### src/rtl/can_fc_pkg.sv
package can_fc_pkg;
    typedef enum logic [1:0] {
        FC_ACTIVE  = 2'd0,
        FC_PASSIVE = 2'd1,
        FC_BUSOFF  = 2'd2
    } fc_state_e;
endpackage

### src/rtl/fc_err_ctr.sv
module fc_err_ctr #(
    parameter int W          = 8,
    parameter int SAT        = 255,
    parameter int INC_W      = 6,
    parameter bit CLAMP_EN   = 1'b0,
    parameter int CLAMP_FROM = 128,
    parameter int CLAMP_VAL  = 127
) (
    input  logic             clk,
    input  logic             rst_n,
    input  logic             clr,
    input  logic             hold,
    input  logic [INC_W-1:0] inc,
    input  logic             dec,
    output logic [W-1:0]     q
);
    localparam logic [W:0]   SAT_V   = (W+1)'(SAT);
    localparam logic [W-1:0] CFROM_V = W'(CLAMP_FROM);
    localparam logic [W-1:0] CVAL_V  = W'(CLAMP_VAL);

    typedef struct packed {
        logic [W-1:0] val;
    } ctr_s;

    ctr_s cur_q, nxt_d;
    logic [W:0]   sum_d;
    logic [W-1:0] dec_d;

    generate
        if (CLAMP_EN) begin : g_clamp
            always_comb begin
                if (cur_q.val >= CFROM_V)   dec_d = CVAL_V;
                else if (cur_q.val != '0)   dec_d = cur_q.val - 1'b1;
                else                        dec_d = '0;
            end
        end else begin : g_plain
            always_comb begin
                if (cur_q.val != '0) dec_d = cur_q.val - 1'b1;
                else                 dec_d = '0;
            end
        end
    endgenerate

    always_comb begin
        nxt_d = cur_q;
        sum_d = {1'b0, cur_q.val} + {{(W+1-INC_W){1'b0}}, inc};
        if (clr)              nxt_d.val = '0;
        else if (hold)        nxt_d.val = cur_q.val;
        else if (inc != '0)   nxt_d.val = (sum_d > SAT_V) ? SAT_V[W-1:0] : sum_d[W-1:0];
        else if (dec)         nxt_d.val = dec_d;
    end

    always_ff @(posedge clk or negedge rst_n) begin
        if (!rst_n) cur_q <= '0;
        else        cur_q <= nxt_d;
    end

    assign q = cur_q.val;


    sat_bound_chk: assert property (@(posedge clk) disable iff (!rst_n)
        ({1'b0, q} <= SAT_V));


    hold_stable_chk: assert property (@(posedge clk) disable iff (!rst_n)
        (hold && !clr) |=> $stable(q));


    dec_floor_chk: assert property (@(posedge clk) disable iff (!rst_n)
        (dec && inc == '0 && !hold && !clr && q == '0) |=> (q == '0));

    generate
        if (CLAMP_EN) begin : g_clamp_chk

            clamp_val_chk: assert property (@(posedge clk) disable iff (!rst_n)
                (dec && inc == '0 && !hold && !clr && q >= CFROM_V) |=> (q == CVAL_V));
        end
    endgenerate
endmodule

### src/rtl/fc_busoff_rec.sv
module fc_busoff_rec #(
    parameter int RUNS = 128
) (
    input  logic clk,
    input  logic rst_n,
    input  logic busoff,
    input  logic idle11,
    output logic recovered
);
    localparam int CW = (RUNS > 1) ? $clog2(RUNS) : 1;
    localparam logic [CW-1:0] LAST = CW'(RUNS - 1);

    typedef struct packed {
        logic [CW-1:0] cnt;
    } rec_s;

    rec_s cur_q, nxt_d;
    logic done_d;

    always_comb begin
        nxt_d  = cur_q;
        done_d = 1'b0;
        if (!busoff) begin
            nxt_d.cnt = '0;
        end else if (idle11) begin
            if (cur_q.cnt == LAST) begin
                done_d    = 1'b1;
                nxt_d.cnt = '0;
            end else begin
                nxt_d.cnt = cur_q.cnt + 1'b1;
            end
        end
    end

    always_ff @(posedge clk or negedge rst_n) begin
        if (!rst_n) cur_q <= '0;
        else        cur_q <= nxt_d;
    end

    assign recovered = done_d;


    rec_only_busoff_chk: assert property (@(posedge clk) disable iff (!rst_n)
        recovered |-> (busoff && idle11));
endmodule

### src/rtl/can_fault_conf.sv
module can_fault_conf #(
    parameter int TEC_W       = 9,
    parameter int REC_W       = 8,
    parameter int PASSIVE_LIM = 128,
    parameter int BUSOFF_LIM  = 256,
    parameter int FLAG_INC    = 8,
    parameter int REC_CLAMP   = 127,
    parameter int RECOV_RUNS  = 128
) (
    input  logic             clk,
    input  logic             rst_n,
    input  logic             node_is_tx,
    input  logic             ev_rx_err,
    input  logic             ev_rx_dom_after_flag,
    input  logic             ev_tx_flag,
    input  logic             qual_ack_passive,
    input  logic             qual_arb_stuff,
    input  logic             ev_flag_bit_err,
    input  logic             ev_dom_block,
    input  logic             ev_tx_ok,
    input  logic             ev_rx_ok,
    input  logic             ev_idle11,
    output logic [TEC_W-1:0] tec,
    output logic [REC_W-1:0] rec,
    output logic [1:0]       fc_state,
    output logic             use_passive_flag
);
    import can_fc_pkg::*;

    localparam int INC_W = 6;
    localparam logic [INC_W-1:0] INC_BIG  = INC_W'(FLAG_INC);
    localparam logic [INC_W-1:0] INC_ONE  = INC_W'(1);
    localparam logic [TEC_W-1:0] TEC_OFF  = TEC_W'(BUSOFF_LIM);
    localparam logic [TEC_W-1:0] TEC_PASS = TEC_W'(PASSIVE_LIM);
    localparam logic [REC_W-1:0] REC_PASS = REC_W'(PASSIVE_LIM);

    logic [TEC_W-1:0] tec_q;
    logic [REC_W-1:0] rec_q;
    logic [INC_W-1:0] tec_inc_d, rec_inc_d;
    logic             busoff_d, passive_d, recovered_d, tx_exempt_d;
    fc_state_e        state_d;

    always_comb begin
        busoff_d    = (tec_q >= TEC_OFF);
        passive_d   = !busoff_d && ((tec_q >= TEC_PASS) || (rec_q >= REC_PASS));
        tx_exempt_d = qual_arb_stuff || (qual_ack_passive && passive_d);

        rec_inc_d = '0;
        if (ev_rx_err && !ev_flag_bit_err)      rec_inc_d = rec_inc_d + INC_ONE;
        if (ev_rx_dom_after_flag)               rec_inc_d = rec_inc_d + INC_BIG;
        if (!node_is_tx && ev_flag_bit_err)     rec_inc_d = rec_inc_d + INC_BIG;
        if (!node_is_tx && ev_dom_block)        rec_inc_d = rec_inc_d + INC_BIG;

        tec_inc_d = '0;
        if (ev_tx_flag && !tx_exempt_d)         tec_inc_d = tec_inc_d + INC_BIG;
        if (node_is_tx && ev_flag_bit_err)      tec_inc_d = tec_inc_d + INC_BIG;
        if (node_is_tx && ev_dom_block)         tec_inc_d = tec_inc_d + INC_BIG;

        if (busoff_d)       state_d = FC_BUSOFF;
        else if (passive_d) state_d = FC_PASSIVE;
        else                state_d = FC_ACTIVE;
    end

    fc_err_ctr #(
        .W(TEC_W), .SAT(BUSOFF_LIM), .INC_W(INC_W),
        .CLAMP_EN(1'b0), .CLAMP_FROM(PASSIVE_LIM), .CLAMP_VAL(REC_CLAMP)
    ) u_tec (
        .clk(clk), .rst_n(rst_n), .clr(recovered_d), .hold(busoff_d),
        .inc(tec_inc_d), .dec(ev_tx_ok), .q(tec_q)
    );

    fc_err_ctr #(
        .W(REC_W), .SAT((1 << REC_W) - 1), .INC_W(INC_W),
        .CLAMP_EN(1'b1), .CLAMP_FROM(PASSIVE_LIM), .CLAMP_VAL(REC_CLAMP)
    ) u_rec (
        .clk(clk), .rst_n(rst_n), .clr(recovered_d), .hold(busoff_d),
        .inc(rec_inc_d), .dec(ev_rx_ok), .q(rec_q)
    );

    fc_busoff_rec #(.RUNS(RECOV_RUNS)) u_recov (
        .clk(clk), .rst_n(rst_n), .busoff(busoff_d),
        .idle11(ev_idle11), .recovered(recovered_d)
    );

    assign tec              = tec_q;
    assign rec              = rec_q;
    assign fc_state         = state_d;
    assign use_passive_flag = (state_d == FC_PASSIVE);


    recover_clear_chk: assert property (@(posedge clk) disable iff (!rst_n)
        recovered_d |=> (tec == '0 && rec == '0 && fc_state == 2'd0));


    busoff_sticky_chk: assert property (@(posedge clk) disable iff (!rst_n)
        (fc_state == 2'd2 && !ev_idle11) |=> (fc_state == 2'd2));


    arb_exempt_chk: assert property (@(posedge clk) disable iff (!rst_n)
        (ev_tx_flag && qual_arb_stuff && !ev_flag_bit_err && !ev_dom_block
         && !ev_tx_ok && fc_state != 2'd2) |=> $stable(tec));


    state_legal_chk: assert property (@(posedge clk) disable iff (!rst_n)
        $onehot0({use_passive_flag, fc_state == 2'd2}) && fc_state != 2'd3);
endmodule

### config.mk
export PLATFORM = sky130hd
export DESIGN_NAME = can_fault_conf
export DESIGN_NICKNAME = d
export VERILOG_FILES = /design/src/rtl/can_fc_pkg.sv /design/src/rtl/fc_err_ctr.sv /design/src/rtl/fc_busoff_rec.sv /design/src/rtl/can_fault_conf.sv
export SDC_FILE = /design/constraint.sdc
export NUM_CORES = 1
export LEC_CHECK = 0
export BUFFER_PORTS_ARGS = -buffer_cell sky130_fd_sc_hd__buf_2
export CAP_MARGIN = 10
export CORE_ASPECT_RATIO = 1.75
export CORE_MARGIN = 1.5
export CORE_UTILIZATION = 50
export DETAILED_ROUTE_END_ITERATION = 12
export PLACE_DENSITY = 0.81
export SYNTH_ARGS = -nofsm -noshare
export SYNTH_HDL_FRONTEND = slang
export SYNTH_SLANG_ARGS = --single-unit
### constraint.sdc
create_clock -name clk -period 3.7 [get_ports clk]
set_input_delay 0 -clock clk [delete_from_list [all_inputs] [get_ports clk]]
set_output_delay 0 -clock clk [all_outputs]
set_load 0.1 [all_outputs]
# ---- Yosys cells after proc, flatten, opt, wreduce, memory -nomap -nowiden
# Index checks and enable logic that the tools add are counted.
dict set report totals {
  register_bits 24
  output_inout_bits 20
  elab_cells 72
  in_bits 13
}
dict set report op_classes {
  eq_ne 4
  reduce_logical 22
  magnitude_cmp 5
  n_mux 28
  n_addsub 10
}
# cell n
set op_table {}
lappend op_table {{8-bit 2-to-1 mux} 7}
lappend op_table {{9-bit 2-to-1 mux} 6}
lappend op_table {{6-bit by 4-bit adder with 6-bit output, second input constant} 5}
lappend op_table {{6-bit 2-to-1 mux} 5}
lappend op_table {{7-bit 2-to-1 mux} 3}
lappend op_table {{6-bit nonzero test} 2}
lappend op_table {{9-bit by 6-bit adder with 10-bit output} 1}
lappend op_table {{10-bit by 9-bit > comparator with 1-bit output, second input constant} 1}
lappend op_table {{8-bit by 6-bit adder with 9-bit output} 1}
lappend op_table {{9-bit by 8-bit >= comparator with 1-bit output, second input constant} 1}
lappend op_table {{9-bit >= comparator, second input constant} 1}
lappend op_table {{9-bit by 8-bit > comparator with 1-bit output, second input constant} 1}
lappend op_table {{9-bit nonzero test} 1}
lappend op_table {{9-bit by 1-bit subtractor with 9-bit output, second input constant} 1}
lappend op_table {{8-bit >= comparator, second input constant} 1}
lappend op_table {{1-bit logical AND} 8}
lappend op_table {{8-bit nonzero test} 1}
lappend op_table {{8-bit by 1-bit subtractor with 8-bit output, second input constant} 1}
lappend op_table {{7-bit by 1-bit adder with 7-bit output, second input constant} 1}
lappend op_table {{7-bit == test, second input constant} 1}
lappend op_table {{3-bit nonzero test} 2}
lappend op_table {{1-bit 2-to-1 mux} 5}
lappend op_table {{1-bit logical NOT} 4}
lappend op_table {{4-bit 2-to-1 mux} 1}
lappend op_table {{5 further kinds} 8}

# ---- Logic depth before layout (Yosys ltp)
dict set report logic_depth {
  ltp_word 18
  ltp_mapped 16
  ltp_nobuf 15
}

# ---- By module
# From an unflattened synthesis, not the netlist that was laid out.
dict set report hier_totals {
  hier_cells 299
  area_unflattened_um2 2512.4
}
# module seq_area_each_um2 cells_per_inst instances area_per_inst_um2
set by_module_without_submodules {}
lappend by_module_without_submodules {{fc_err_ctr (u_tec)} 225.2 127 1 1036.0}
lappend by_module_without_submodules {{fc_err_ctr (u_rec)} 200.2 104 1 908.4}
lappend by_module_without_submodules {fc_busoff_rec 175.2 39 1 366.6}
lappend by_module_without_submodules {can_fault_conf 0.0 29 1 201.4}

# ---- Least setup slack after synthesis
# OpenSTA, ideal clock, no wires.
dict set report synth_path {
  path_kind {flip-flop to flip-flop}
  start {register u_rec.cur_q (netlist bit u_rec.q[7])}
  end {register u_tec.cur_q (netlist bit u_tec.q[1])}
  required_time_ns 3.621
  t_arrival_ns 4.848
  path_buffers 1
  synth_period_minus_slack_ns 4.927
  setup_slack_ns -1.227
  stages_incl_launch_ff 16
  setup_ns 0.079
  cell_sequence {dfrtp_1 > clkbuf_1 > nor2_1 > nor2_1 > nand2_1 > nand3b_1 > ha_1 > xnor2_1 > ha_1 > inv_1 > fa_1 > nor2b_1 > o21ai_0 > nor3b_1 > o31ai_1 > mux2i_1}
}
dict set report synth_via {
  elab_chain_len 18
  word_cells_on_any_way 21
  cone_classes {3 x add/sub; 2 x order compare; 7 x mux; 9 x reduce/logical}
}
# element line
set synth_lines {}
lappend synth_lines {{start, declared} fc_err_ctr.sv:25} ;# ctr_s cur_q, nxt_d;
lappend synth_lines {{start signal, assigned} fc_err_ctr.sv:55} ;# else cur_q <= nxt_d;
lappend synth_lines {{8-bit >= comparator (*)} can_fault_conf.sv:45} ;# passive_d = !busoff_d && ((tec_q >= TEC_PASS) || (rec_q >= REC_PASS));
lappend synth_lines {{1-bit logical OR (*)} can_fault_conf.sv:45}
lappend synth_lines {{1-bit logical AND (*)} can_fault_conf.sv:45}
lappend synth_lines {{1-bit logical AND (*)} can_fault_conf.sv:46} ;# tx_exempt_d = qual_arb_stuff || (qual_ack_passive && passive_d);
lappend synth_lines {{1-bit logical OR (*)} can_fault_conf.sv:46}
lappend synth_lines {{1-bit logical NOT (*)} can_fault_conf.sv:55} ;# if (ev_tx_flag && !tx_exempt_d) tec_inc_d = tec_inc_d + INC_BIG;
lappend synth_lines {{1-bit logical AND (*)} can_fault_conf.sv:55}
lappend synth_lines {{4-bit 2-to-1 mux (*)} can_fault_conf.sv:55}
lappend synth_lines {{6-bit by 4-bit adder with 6-bit output} can_fault_conf.sv:56} ;# if (node_is_tx && ev_flag_bit_err) tec_inc_d = tec_inc_d + INC_BIG;
lappend synth_lines {{6-bit 2-to-1 mux (*)} can_fault_conf.sv:56}
lappend synth_lines {{6-bit by 4-bit adder with 6-bit output} can_fault_conf.sv:57} ;# if (node_is_tx && ev_dom_block) tec_inc_d = tec_inc_d + INC_BIG;
lappend synth_lines {{6-bit 2-to-1 mux (*)} can_fault_conf.sv:57}
lappend synth_lines {{9-bit by 6-bit adder with 10-bit output} fc_err_ctr.sv:46} ;# sum_d = {1'b0, cur_q.val} + {{(W+1-INC_W){1'b0}}, inc};
lappend synth_lines {{10-bit by 9-bit > comparator with 1-bit output} fc_err_ctr.sv:49} ;# else if (inc != '0) nxt_d.val = (sum_d > SAT_V) ? SAT_V[W-1:0] : sum_d[W-1:0];
lappend synth_lines {{9-bit 2-to-1 mux (2 in series)} fc_err_ctr.sv:49}
lappend synth_lines {{9-bit 2-to-1 mux} fc_err_ctr.sv:48} ;# else if (hold) nxt_d.val = cur_q.val;
lappend synth_lines {{9-bit 2-to-1 mux} fc_err_ctr.sv:47} ;# if (clr) nxt_d.val = '0;
lappend synth_lines {{end signal, assigned} fc_err_ctr.sv:55}
lappend synth_lines {{end, declared} fc_err_ctr.sv:25}
# Mark *: on every way between the ends. The rest lies on a longest branch, timed or not. The select of a mux whose other input is x is not followed.
# A chain may end at the register's enable or synchronous reset.

# ---- Final worst setup path
# Same ends and word-level chain as after synthesis.

==> impl_metrics.tcl <==
set metrics [dict create \
    fmax_ghz 0.305 \
    synth_edf_count 0 \
    setup_viol 0 \
    cts_resized 0 \
    root_buffer "clkbuf_8" \
    diodes 0 \
    cts_buffers 3 \
    drt_iter0_drc 58 \
    status "completed" \
    wl_per_cell_um 16.4 \
    setup_tns_ns 0 \
    worstPathArrival_ns 3.48 \
    gp_congestion 0.907 \
    port_buffers 32 \
    cts_sinks 24 \
    fin_crit_ns 3.28 \
    min_period_over_period_pct 88.5 \
    pin_count 33 \
    core-area_mm2 0.00411 \
    dr.pass1.iters 4 \
    remaining_drc_errors 0 \
    nNetsFinal 319 \
    initial_core_util_pct 52.2 \
    end_kind "register" \
    finClkSkew_ns 0.00237 \
    synth-seq-cells 24 \
    synthToLayoutAreaGrowth_pct 12.7 \
    power_density_mw_per_mm2 865 \
    wl_um 5490 \
    synthesis.instances 258 \
    grt_pass1_wl_um 8910 \
    ys_types 56 \
    hold_viol 0 \
    async_reset_ff_share_pct 100 \
    drive_gt1_share_pct 18.2 \
    post_cts_buffers 0 \
    clk_latency_ns 0.27 \
    final_cell_mix "buf_2 (32), nand2_1 (29), dfrtp_1 (21)" \
    startpoint_type "register" \
    track_usage_pct 25.0 \
    synth_fp_nets 290 \
    vias 2063 \
    rows 31 \
    synth_area_per_cell_um2 8.32 \
    fin_cells 335 \
    cap_violations 0 \
    clkTransAtPathRegs_ns 0.09 \
    rsz0062_at_grt "false" \
    grt_pass1_vias 1994 \
    slew_viol_final 0 \
    grt_max_degree 25 \
    clockBufferDepth 2 \
    final_util_pct 58.9 \
    cts_tree "built" \
    ys_seq_area_share_pct 28.0 \
    cp.required_ns 3.90 \
    die_h_um 89.7 \
    antenna_found_initial 0 \
    fin_hold_ws_ns 0.0424 \
    hpwl_um 4180 \
    slew_headroom_pct 57.6 \
    die_x_um 52.5 \
    leakagePower_nw 1.11 \
    irDropWorstVdd_v 0.000514 \
    yosys_warnings 0 \
    syn-cell-area_mm2 0.00215 \
    final_common_cell "buf_2" \
    via_per_inst 6.16 \
    dp_cells 330 \
    worst_pin_slew_ns 0.636 \
    ant_nets 0 \
    synthFlopType "dfrtp_1" \
    critical_path.max_fanout 10 \
    cts_htree_levels 1 \
    hp-class "in2reg" \
    dieArea_mm2 0.00471 \
    grt-ovfl-total 0 \
    path_class "reg2reg" \
]
power breakdown:
part | internal (mW) | switching, mW
clock network | 0.145 | 0.0925
logic | 0.344 | 0.974
registers | 0.360 | 0.179
cell families after synthesis:
family,share of synthesized area [%]
buf+inv,5.54
fa+ha+maj,11.8
mux,1.86
compound gates,20.3
xor+xnor,5.71
simple gates,26.9
flops,28.0
critical path, stage by stage (launching register included):
cell      delay [ns]
dfrtp_4         0.53
nor2_1          0.19
nor2_4          0.07
nand2_1         0.07
nand3b_1        0.10
ha_1            0.36
xnor2_1         0.22
ha_1            0.19
inv_1           0.05
fa_1            0.42
nor2b_1         0.18
o21ai_0         0.13
nor3b_1         0.17
o31ai_2         0.30
mux2i_1         0.22
timing repair:
action                                  CTS  global route
endpoints found under the setup margin    0             0
hold buffers                              1             0
endpoints found under the hold margin    24             0
sequential cells by signal, summed over array words and instances (netlist names):
register and count:
u_rec.q 8, u_recov.cur_q 7, u_tec.q 9
final timing paths:
| path | from | endpoint | slack (ns) | depth (start not counted) |
|---|---|---|---|---|
| setup reg to reg | u_rec.q[7] | u_tec.q[1] | 0.42 | 14 |
| hold reg to reg | u_recov.cur_q[1] | u_recov.cur_q[1] | 0.57 | 2 |
| max in group asynchronous | rst_n | u_rec.q[7] | 3.02 | 2 |
| hold / removal | ev_idle11 | u_recov.cur_q[1] | 0.04 | 3 |
| min in group asynchronous | rst_n | u_recov.cur_q[0] | 0.25 | 2 |
| setup / recovery | u_rec.q[7] | u_tec.q[1] | 0.42 | 14 |
synth_stat cells (all sizes together), types with 3 or more instances:
master | count | area [µm²]
nand2 | 29 | 109
dfrtp | 24 | 601
nor2 | 21 | 78.8
ha | 17 | 213
inv | 17 | 63.8
o21ai | 14 | 70.1
a21oi | 13 | 68.8
nor3 | 10 | 50.1
xor2 | 9 | 78.8
nand3 | 7 | 35.0
nand4 | 7 | 50.1
nor2b | 6 | 37.5
buf | 5 | 36.3
xnor2 | 5 | 43.8
a21o | 4 | 30.0
clkbuf | 4 | 15.0
mux2i | 4 | 40.0
nand2b | 4 | 32.5
nand4b | 4 | 35.0
or2 | 4 | 25.0
a22o | 3 | 26.3
and3 | 3 | 23.8
o22ai | 3 | 18.8
o31ai | 3 | 22.5
o32a | 3 | 30.0
layout make-up:
type / count / area, µm²
clock buffers: 3 / 41.3
clock inverters: 1 / 30.0
fillers: 403 / 1690
inverters: 18 / 67.6
multi-input cells: 207 / 1440
flip-flops and latches: 24 / 609
well taps: 49 / 61.3
repair buffers: 33 / 170
stage by stage:
stage / worst slack [ns] / instance area (µm²) / power (mW)
finish: 0.425 / 2420 / 2.09
global route: 0.145 / 2420 / 2.22
CTS: 0.424 / 2420 / 2.09
detailed placement: 0.500 / 2340 / 1.85
global placement: 0.623 / 2340 / 1.83
floorplan: 0.0572 / 2170 / 1.62
per-layer routing:
layer	track usage, %	wire length [µm]	vias to the layer above
li1	-	-	1001
met1	27.5	2150	977
met2	47.3	2950	70
met3	2.32	235	15
met4	10.7	157	0
met5	0	0	-
Power figures use the tool's default switching activity.
